--- src/rtl/phase_tbl_pkg.sv ---
package phase_tbl_pkg;
  localparam int NUM_GOALS = 3;
  localparam int PRIO_W    = $clog2(NUM_GOALS);

  typedef enum logic [PRIO_W-1:0] {
    GOAL_EDP    = 2'd0,
    GOAL_ENERGY = 2'd1,
    GOAL_TIME   = 2'd2
  } goal_e;

  typedef struct packed {
    logic [2:0] size_log;
    logic [1:0] ways_log;
    logic [1:0] line_log;
  } cache_cfg_t;

  localparam int CFG_W = $bits(cache_cfg_t);
endpackage

--- src/rtl/phase_bucketizer.sv ---
module phase_bucketizer #(
  parameter int RATE_W = 16,
  parameter int SCALE  = 100,
  parameter int THRESH = 10,
  parameter int BKT_W  = 4
) (
  input  logic [RATE_W-1:0] rate_i,
  input  logic [RATE_W-1:0] ref_i,
  output logic [BKT_W-1:0]  bucket_o
);
  localparam int PROD_W = RATE_W + $clog2(SCALE + 1);
  localparam logic [PROD_W-1:0] BKT_MAX = PROD_W'((1 << BKT_W) - 1);

  logic [PROD_W-1:0] prod, norm, bkt_full;

  always_comb begin
    prod     = PROD_W'(rate_i) * PROD_W'(SCALE);
    norm     = '0;
    bkt_full = BKT_MAX;
    if (ref_i != '0) begin
      norm     = prod / PROD_W'(ref_i);
      bkt_full = norm / PROD_W'(THRESH);
    end
    if (bkt_full > BKT_MAX) bucket_o = BKT_MAX[BKT_W-1:0];
    else                    bucket_o = bkt_full[BKT_W-1:0];
  end
endmodule

--- src/rtl/phase_tbl_store.sv ---
module phase_tbl_store #(
  parameter int N_ENT  = 16,
  parameter int KEY_W  = 8,
  parameter int PRIO_W = 2,
  parameter int CFG_W  = 7
) (
  input  logic              clk_i,
  input  logic              rst_ni,
  input  logic [KEY_W-1:0]  lk_key_i,
  input  logic [PRIO_W-1:0] lk_prio_i,
  output logic              lk_hit_o,
  output logic [CFG_W-1:0]  lk_cfg_o,
  input  logic              upd_valid_i,
  input  logic [KEY_W-1:0]  upd_key_i,
  input  logic [PRIO_W-1:0] upd_prio_i,
  input  logic [CFG_W-1:0]  upd_cfg_i,
  input  logic              upd_better_i
);
  localparam int IDX_W = $clog2(N_ENT);
  localparam logic [IDX_W-1:0] LAST = IDX_W'(N_ENT - 1);

  logic [N_ENT-1:0]  valid_q;
  logic [KEY_W-1:0]  key_q  [N_ENT];
  logic [PRIO_W-1:0] prio_q [N_ENT];
  logic [CFG_W-1:0]  cfg_q  [N_ENT];
  logic [IDX_W-1:0]  ptr_q;

  logic [N_ENT-1:0]  lk_match, up_match;
  logic [IDX_W-1:0]  lk_idx, upd_idx;
  logic              upd_hit, alloc;
  logic [CFG_W-1:0]  upd_old_cfg;

  for (genvar e = 0; e < N_ENT; e++) begin : g_cmp
    assign lk_match[e] = valid_q[e] && key_q[e] == lk_key_i  && prio_q[e] == lk_prio_i;
    assign up_match[e] = valid_q[e] && key_q[e] == upd_key_i && prio_q[e] == upd_prio_i;
  end

  always_comb begin
    lk_idx  = '0;
    upd_idx = '0;
    for (int e = N_ENT - 1; e >= 0; e--) begin
      if (lk_match[e]) lk_idx  = IDX_W'(e);
      if (up_match[e]) upd_idx = IDX_W'(e);
    end
  end

  assign lk_hit_o    = |lk_match;
  assign lk_cfg_o    = lk_hit_o ? cfg_q[lk_idx] : '0;
  assign upd_hit     = |up_match;
  assign alloc       = upd_valid_i && !upd_hit;
  assign upd_old_cfg = cfg_q[upd_idx];

  always_ff @(posedge clk_i or negedge rst_ni) begin
    if (!rst_ni) begin
      valid_q <= '0;
      ptr_q   <= '0;
      for (int e = 0; e < N_ENT; e++) begin
        key_q[e]  <= '0;
        prio_q[e] <= '0;
        cfg_q[e]  <= '0;
      end
    end else if (alloc) begin
      valid_q[ptr_q] <= 1'b1;
      key_q[ptr_q]   <= upd_key_i;
      prio_q[ptr_q]  <= upd_prio_i;
      cfg_q[ptr_q]   <= upd_cfg_i;
      ptr_q          <= (ptr_q == LAST) ? '0 : ptr_q + 1'b1;
    end else if (upd_valid_i && upd_better_i) begin
      cfg_q[upd_idx] <= upd_cfg_i;
    end
  end

  assert_single_match_R6: assert property (@(posedge clk_i) disable iff (!rst_ni)
    $onehot0(lk_match));
  assert_alloc_fills_R8: assert property (@(posedge clk_i) disable iff (!rst_ni)
    alloc |=> valid_q[$past(ptr_q)] && key_q[$past(ptr_q)] == $past(upd_key_i));
  assert_keep_unless_better_R9: assert property (@(posedge clk_i) disable iff (!rst_ni)
    (upd_valid_i && upd_hit && !upd_better_i) |=> cfg_q[$past(upd_idx)] == $past(upd_old_cfg));
endmodule

--- src/rtl/phase_history_table.sv ---
module phase_history_table
  import phase_tbl_pkg::*;
#(
  parameter int RATE_W = 16,
  parameter int BKT_W  = 4,
  parameter int N_ENT  = 16,
  parameter int SCALE  = 100,
  parameter int THRESH = 10
) (
  input  logic                  clk_i,
  input  logic                  rst_ni,
  input  logic                  lk_valid_i,
  input  logic [RATE_W-1:0]     lk_imiss_i,
  input  logic [RATE_W-1:0]     lk_dmiss_i,
  input  logic [PRIO_W-1:0]     lk_prio_i,
  output logic                  rsp_valid_o,
  output logic                  rsp_hit_o,
  output logic [2*BKT_W-1:0]    rsp_key_o,
  output logic [CFG_W-1:0]      rsp_cfg_o,
  input  logic                  upd_valid_i,
  input  logic [2*BKT_W-1:0]    upd_key_i,
  input  logic [PRIO_W-1:0]     upd_prio_i,
  input  logic [CFG_W-1:0]      upd_cfg_i,
  input  logic                  upd_better_i
);
  localparam int KEY_W = 2 * BKT_W;
  localparam int N_SRC = 2;

  logic                ref_valid_q;
  logic [RATE_W-1:0]   ref_q   [N_SRC];
  logic [RATE_W-1:0]   rate_a  [N_SRC];
  logic [RATE_W-1:0]   ref_eff [N_SRC];
  logic [BKT_W-1:0]    bkt_a   [N_SRC];
  logic [KEY_W-1:0]    lk_key;
  logic                tbl_hit;
  logic [CFG_W-1:0]    tbl_cfg;

  assign rate_a[0] = lk_imiss_i;
  assign rate_a[1] = lk_dmiss_i;

  for (genvar c = 0; c < N_SRC; c++) begin : g_src
    assign ref_eff[c] = ref_valid_q ? ref_q[c] : rate_a[c];
    phase_bucketizer #(
      .RATE_W (RATE_W),
      .SCALE  (SCALE),
      .THRESH (THRESH),
      .BKT_W  (BKT_W)
    ) u_bkt (
      .rate_i   (rate_a[c]),
      .ref_i    (ref_eff[c]),
      .bucket_o (bkt_a[c])
    );
  end

  assign lk_key = {bkt_a[0], bkt_a[1]};

  phase_tbl_store #(
    .N_ENT  (N_ENT),
    .KEY_W  (KEY_W),
    .PRIO_W (PRIO_W),
    .CFG_W  (CFG_W)
  ) u_store (
    .clk_i        (clk_i),
    .rst_ni       (rst_ni),
    .lk_key_i     (lk_key),
    .lk_prio_i    (lk_prio_i),
    .lk_hit_o     (tbl_hit),
    .lk_cfg_o     (tbl_cfg),
    .upd_valid_i  (upd_valid_i),
    .upd_key_i    (upd_key_i),
    .upd_prio_i   (upd_prio_i),
    .upd_cfg_i    (upd_cfg_i),
    .upd_better_i (upd_better_i)
  );

  always_ff @(posedge clk_i or negedge rst_ni) begin
    if (!rst_ni) begin
      ref_valid_q <= 1'b0;
      for (int c = 0; c < N_SRC; c++) ref_q[c] <= '0;
      rsp_valid_o <= 1'b0;
      rsp_hit_o   <= 1'b0;
      rsp_key_o   <= '0;
      rsp_cfg_o   <= '0;
    end else begin
      if (lk_valid_i && !ref_valid_q) begin
        ref_valid_q <= 1'b1;
        for (int c = 0; c < N_SRC; c++) ref_q[c] <= rate_a[c];
      end
      rsp_valid_o <= lk_valid_i;
      rsp_hit_o   <= lk_valid_i && tbl_hit;
      if (lk_valid_i) begin
        rsp_key_o <= lk_key;
        rsp_cfg_o <= tbl_hit ? tbl_cfg : '0;
      end
    end
  end

  assert_rsp_follows_req_R5: assert property (@(posedge clk_i) disable iff (!rst_ni)
    lk_valid_i |=> rsp_valid_o);
  assert_no_spurious_rsp_R5: assert property (@(posedge clk_i) disable iff (!rst_ni)
    !lk_valid_i |=> !rsp_valid_o);
  assert_miss_cfg_zero_R7: assert property (@(posedge clk_i) disable iff (!rst_ni)
    (rsp_valid_o && !rsp_hit_o) |-> rsp_cfg_o == '0);
  assert_zero_rate_bucket_R3: assert property (@(posedge clk_i) disable iff (!rst_ni)
    (lk_valid_i && lk_imiss_i == '0 && ref_eff[0] != '0) |-> bkt_a[0] == '0);
  assert_ref_held_R11: assert property (@(posedge clk_i) disable iff (!rst_ni)
    ref_valid_q |=> ref_valid_q && $stable(ref_q[0]) && $stable(ref_q[1]));
endmodule

--- config.mk ---
export PLATFORM = sky130hd
export DESIGN_NAME = phase_history_table
export DESIGN_NICKNAME = d
export VERILOG_FILES = /design/src/rtl/phase_tbl_pkg.sv /design/src/rtl/phase_bucketizer.sv /design/src/rtl/phase_tbl_store.sv /design/src/rtl/phase_history_table.sv
export SDC_FILE = /design/constraint.sdc
export NUM_CORES = 2
export LEC_CHECK = 0
export ABC_CLOCK_PERIOD_IN_PS = 79600
export BUFFER_PORTS_ARGS = -buffer_cell sky130_fd_sc_hd__buf_4
export CAP_MARGIN = 40
export CORE_MARGIN = 5
export CORE_UTILIZATION = 50
export CTS_CLUSTER_SIZE = 40
export DETAILED_ROUTE_END_ITERATION = 16
export MAX_ROUTING_LAYER = met4
export PLACE_DENSITY = 0.72
export SLEW_MARGIN = 20
export SYNTH_ARGS = -nofsm -noshare
export SYNTH_HDL_FRONTEND = slang
export SYNTH_SLANG_ARGS = --single-unit
--- constraint.sdc ---
create_clock -name clk_i -period 79.6 [get_ports clk_i]
set_input_delay 15.92 -clock clk_i [delete_from_list [all_inputs] [get_ports clk_i]]
set_output_delay 15.92 -clock clk_i [all_outputs]
set_load 0.01 [all_outputs]
Word-level counts from Yosys, hierarchy flattened
Cells that the tools add are included.

Div/mod/pow operators: 4. $lt $le $gt $ge: 9. Reductions and logical operators: 78. Equality and inequality tests: 65. Add/subtract/negate cells: 1. $mul: 2. Muxes and demuxes: 59. Bitwise logic cells: 4. Shift-type cells: 0.

Operators with widths (number): $eq 8x8->1 (32); $bwmux 112 (2); $mux 112 (2); $mux 4 (35); $bwmux 128 (1); $logic_and 1x1->1 (71); $eq 2x2->1 (32); $demux 7 s4 (2); $div 23x16->23 (2); $div 23x4->23 const B (2); $gt 23x4->1 const B (2); $mux 23 (2); $mul 16x5->21 const B (2); $mux 7 (5); $bwmux 32 (1); $demux 8 s4 (1); $mux 16 (2); $reduce_bool 16->1 (2); $reduce_or 16->1 (2); $bmux 7 s4 (1); $or 16x16->16 (1); $ge 5x5->1 const B (3); $not 4->5 (3); $lt 5x1->1 const B (2); 11 further kinds (12).

Register bits after elaboration: 342. Output and inout port bits: 17. Latch bits: 0. Memories: 0. Input bits: 56. Memory bits (writable): 0. Memory bits (read-only): 0.

Depth between registers and ports, before layout
Depth in word-level cells: 30. Gate-level depth with buffers: 452. Gate-level depth less buffers: 400.

Cells and area by module
Synthesis repeated with hierarchy kept, for this count alone.

Cells, all modules: 7934. Area, all modules: 61595.3 µm².

By module, submodules not included: phase_bucketizer at g_src[1].u_bkt (seq. area each 0.0 µm², area each 21225.4 µm², instances 1, cells each 3178); phase_bucketizer at g_src[0].u_bkt (seq. area each 0.0 µm², area each 21080.2 µm², instances 1, cells each 3145); phase_tbl_store (seq. area each 7307.0 µm², area each 16913.7 µm², instances 1, cells each 1456); phase_history_table (seq. area each 1251.2 µm², area each 2376.0 µm², instances 1, cells each 155).

Worst setup path before layout
Ideal clock, no wire load.

Path type: in2reg. Start: in lk_dmiss_i[2]. End: reg rsp_cfg_o[1]. Arrival time: 93.536 ns. Stages: 435. Library setup time: 0.149 ns. Path slack: -14.084 ns. Cell sequence: clkbuf_1 -> clkinv_1 -> ha_1 -> ha_1 -> ha_1 -> inv_1 -> fa_1 -> nand2b_1 -> a211oi_1 -> o211ai_1 -> a21oi_1 -> o21ai_0 -> nor2b_1 -> xnor2_1 -> ha_1 -> or3_1 -> a211o_1 -> nor3_2 -> (+399 left out) -> and4_1 -> o31a_1 -> a32o_1 -> buf_4 -> or2_1 -> buf_4 -> o31ai_1 -> a221o_1 -> nor4b_2 -> and4bb_2 -> or3_4 -> a31oi_4 -> buf_6 -> mux2_1 -> or3_1 -> o221a_1 -> a21boi_1 -> o221ai_1.

Cells in the longest elaborated chain, start to end: 30. Elaborated cells between the ends (all ways): 78. Classes of those cells: mul: 1; div: 2; order compare: 1; eq/ne: 16; mux: 23; bitwise: 1; reduce/logical: 34.

RTL lines: start: declaration (RTL line phase_history_table.sv:14) `input logic [RATE_W-1:0] lk_dmiss_i,`; $mul 16x5->21 / $mux 16 (equally long branches) (RTL line phase_bucketizer.sv:17, phase_history_table.sv:42); $div 23x16->23 (RTL line phase_bucketizer.sv:21) `norm = prod / PROD_W'(ref_i);`; $div 23x4->23 (RTL line phase_bucketizer.sv:22) `bkt_full = norm / PROD_W'(THRESH);`; $mux 23 (*) (RTL line phase_bucketizer.sv:20) `if (ref_i != '0) begin`; $gt 23x4->1 (RTL line phase_bucketizer.sv:24) `if (bkt_full > BKT_MAX) bucket_o = BKT_MAX[BKT_W-1:0];`; $mux 4 (*) (RTL line phase_bucketizer.sv:24); $eq 8x8->1 (RTL line phase_tbl_store.sv:34) `assign lk_match[e] = valid_q[e] && key_q[e] == lk_key_i && prio_q[e] == lk_prio_i;`; $logic_and 1x1->1 (2 in series) (RTL line phase_tbl_store.sv:34); $mux 4 (16 in series) (RTL line phase_tbl_store.sv:42) `if (lk_match[e]) lk_idx = IDX_W'(e);`; $not 4->5 (implied by the code) (RTL line phase_tbl_store.sv:48) `assign lk_cfg_o = lk_hit_o ? cfg_q[lk_idx] : '0;`; $bmux 7 s4 (RTL line phase_tbl_store.sv:48); $mux 7 (implied by the code) (2 in series) (RTL line phase_tbl_store.sv:48); $mux 7 (*) (RTL line phase_history_table.sv:93) `rsp_cfg_o <= tbl_hit ? tbl_cfg : '0;`; end signal: assignment (RTL line phase_history_table.sv:93); end: declaration (RTL line phase_history_table.sv:19) `output logic [CFG_W-1:0] rsp_cfg_o,`.

Every way passes the cells marked *; elsewhere a longest branch is shown, timed or not. The select of a mux whose other input is x is not followed. A chain may end at the register's enable or synchronous reset.

Worst setup path after layout
Start: in lk_dmiss_i[9]. End: reg rsp_cfg_o[4].

Same word-level chain as after synthesis.

==> impl_results.md <==
- Synth cell count leaders: 788 x nand2_1, 731 x nor2_1, 632 x a21oi_1
- Layout cell share with drive strength beyond 1: 31.3%
- Clk_skew: 0.0247 ns
- Required time of the critical path: 80.05 ns
- Final antenna-violating net count: 0
- H-tree depth: 2
- Number of synthesized flops with an enable pin: 0
- Starting Density: 50.2%
- Syn Area/Cell: 7.46 µm²
- Clock-pin slew on the worst setup and hold paths: 0.06 ns
- X dimension of the die: 365 µm
- Mapped cell area: 62900 µm²
- Most common cell in the netlist: nand2_1
- DP HPWL: 186000 µm
- Crit share post-route: 103%
- Synth Flop Type: dfrtp_1
- Avg Vias per Cell: 6.30
- Status: complete, but fails checks
- Worst-Margin Slew: 1.12 ns
- Crit-path max FO: 18
- Setup WS pre-CTS: -4.27 ns
- Worst R2R Setup Slack: 13.52 ns
- Final Hold Fails: 0
- Failing checks: negative setup slack
- Rows: 130
- Placed cells: 11.4k
- Core ar.: 125000 µm²
- Max-capacitance violation count: 0
- DR DRC count: 0
- Hold buffers post-CTS: 0
- Hold WC Path Type: flop to flop
- Slew headroom: 25.0%
- WL final: 248000 µm
- Syn nets: 9106
- # setup viols final: 11
- Final Worst Setup Slack: -2.66 ns
- Port Buffer Count: 72
- Startpoint types: primary input
- GRT Total Usage: 35.8%
- Slowest cell on crit path: or4b_4
- GRT Residual Overflow: 0
- Leading area contributor after synthesis: dfrtp_1
- Hold-critical path depth: 2
- Synth top area share: 13.6%
- Post-layout nets: 10.7k
- Post-synthesis cell count: 8431
- Area grow syn2layout: 33.2%
- CTS buffer count: 38
- Clock Path Buffers: 3
- Flops & latches, synth: 342
- Max Freq: 12.2 MHz
- Initial antenna violation count: 5
- Yosys cell types: 140
- WL per Instance: 21.1 µm
- GP Congestion: 1.01
- Die Y-Extent: 365 µm
- RR Startpoint: ref_valid_q
- RSZ-0062 raised after global routing: yes
- Vias: 74.0k
- Setup_tns: -19.72 ns
- Synth top area cells: dfrtp_1 14%, ha_1 12%, xnor2_1 7.7%
- Final cell count without fillers: 11.8k
- Worst Hold Endpoint: ref_q[10]
- Root Buffer: clkbuf_16
- Top cell by count, worst path: o21a_1
- Latest clock arrival within the worst-skew pair: 0.61 ns
- Worst EP arrival: 82.71 ns
- Final max-slew violation count: 0
- Min Tclk post-route: 82.26 ns
- Register area share after synthesis: 13.6%
- Setup Crit Path Kind: primary input to flop
- DRT Pass-1 Iters: 8
- Cell depth of the worst flop-to-flop path: 383
- Sink Count: 342
- Global-route wire length before repair: 379000 µm
- CTS tree: yes
- Min-delay src: ref_q[10]
- Ys async rst share: 100%
- Full die area: 133000 µm²
- Vias in the first global route: 70.5k
- Worst reg2reg endpoint: rsp_cfg_o[4]
- CP Capture Type: flop
- DRT iter0 DRCs: 6949
- Largest net degree at the start of global routing: 138
- CP peak stage delay: 0.56 ns
- Synth warnings: 0
- IO Pins: 73
worst max path at each step:
stage	start	to	slack [ns]	cells after the start
after floorplan	lk_dmiss_i[2]	rsp_cfg_o[3]	-5.13	439
after global placement	lk_dmiss_i[9]	rsp_cfg_o[3]	-2.82	386
after detailed placement	lk_dmiss_i[9]	rsp_cfg_o[3]	-4.27	380
after CTS	lk_dmiss_i[11]	rsp_cfg_o[3]	-1.93	401
after global routing	lk_dmiss_i[9]	rsp_cfg_o[4]	-6.23	400
final	lk_dmiss_i[9]	rsp_cfg_o[4]	-2.66	396
cell families after synthesis:
family          share of synthesized area [%]
fa+ha+maj                                12.7
mux                                      8.34
flops                                    13.6
buf+inv                                  4.20
compound gates                           26.9
xor+xnor                                 10.0
simple gates                             24.3
cells in the final DEF, fill, tap and decap left out, types with 33 or more instances in the layout:
cell       count
o21ai_2       49
ha_4          43
o31ai_1      147
a31oi_1       69
a21oi_1      542
xnor2_1      533
xor2_1       161
or2_2         46
o21a_1       174
a21o_1       195
dfrtp_1      341
nor2_1       679
o211ai_1      71
o21ai_1      104
buf_4       1918
buf_6         40
o21ai_0      420
mux2i_1       62
and2_1        97
nor4_1        62
and4_1        33
nand3_1      230
a211oi_1      73
clkbuf_16     40
or3_1         76
a21oi_2       77
nand4_1      157
o21bai_1      42
inv_1        246
nand2b_1     164
nor3_1       292
ha_1         545
nor2b_1       66
nand2_1      759
mux2_2       337
and3_1        77
metrics by stage:
step | cell area (µm²) | hold slack, ns | utilization [%]
2_1_floorplan | 64400 | 0.450 | -
3_3_place_gp | 77500 | 0.463 | 61.9
3_5_place_dp | 77600 | 0.485 | 62.0
4_1_cts | 80500 | 0.499 | 64.2
5_1_grt | 83800 | 0.520 | 66.9
6_report | 83800 | 0.501 | 66.9
timing repair:
action,4_1_cts,5_1_grt
cloned,2,3
pin swaps,174,338
buffers inserted,95,152
endpoints found under the setup margin,12,14
resized for setup,178,460
state kept, by name (all words and copies together) (netlist names), 4 cells and up:
| signal | count |
|---|---|
| ref_q | 32 |
| u_store.prio_q | 32 |
| rsp_cfg_o | 7 |
| u_store.ptr_q | 4 |
| rsp_key_o | 8 |
| u_store.key_q | 128 |
| u_store.cfg_q | 112 |
| u_store.valid_q | 16 |
final cells by class:
type / count / area [µm²]
diodes: 3 / 7.51
clock buffers: 55 / 1120
clock inverters: 15 / 200
fillers: 10500 / 41500
inverters: 265 / 1010
multi-input cells: 7430 / 55400
flip-flops and latches: 342 / 8560
well taps: 1650 / 2060
repair buffers: 1992 / 15400
worst max-delay path, delay by kind of cell:
family	cells	cell delay, ns
adders and majority gates	28	8.09
and+or+nand+nor	128	20.23
muxes	4	1.22
AOI/OAI and AO/OA	194	31.88
buffers and inverters	31	3.64
xor gates and xnor gates	11	1.65
layer usage:
metal  track usage (%)  part of all wire, %
met3              4.35                  7.5
met5                 -                    0
met1              44.7                   41
met4              15.7                  5.4
met2              58.4                   46
Power is not shown: default switching activity piles up to over one toggle a cycle in this logic, so the estimate is an artifact.
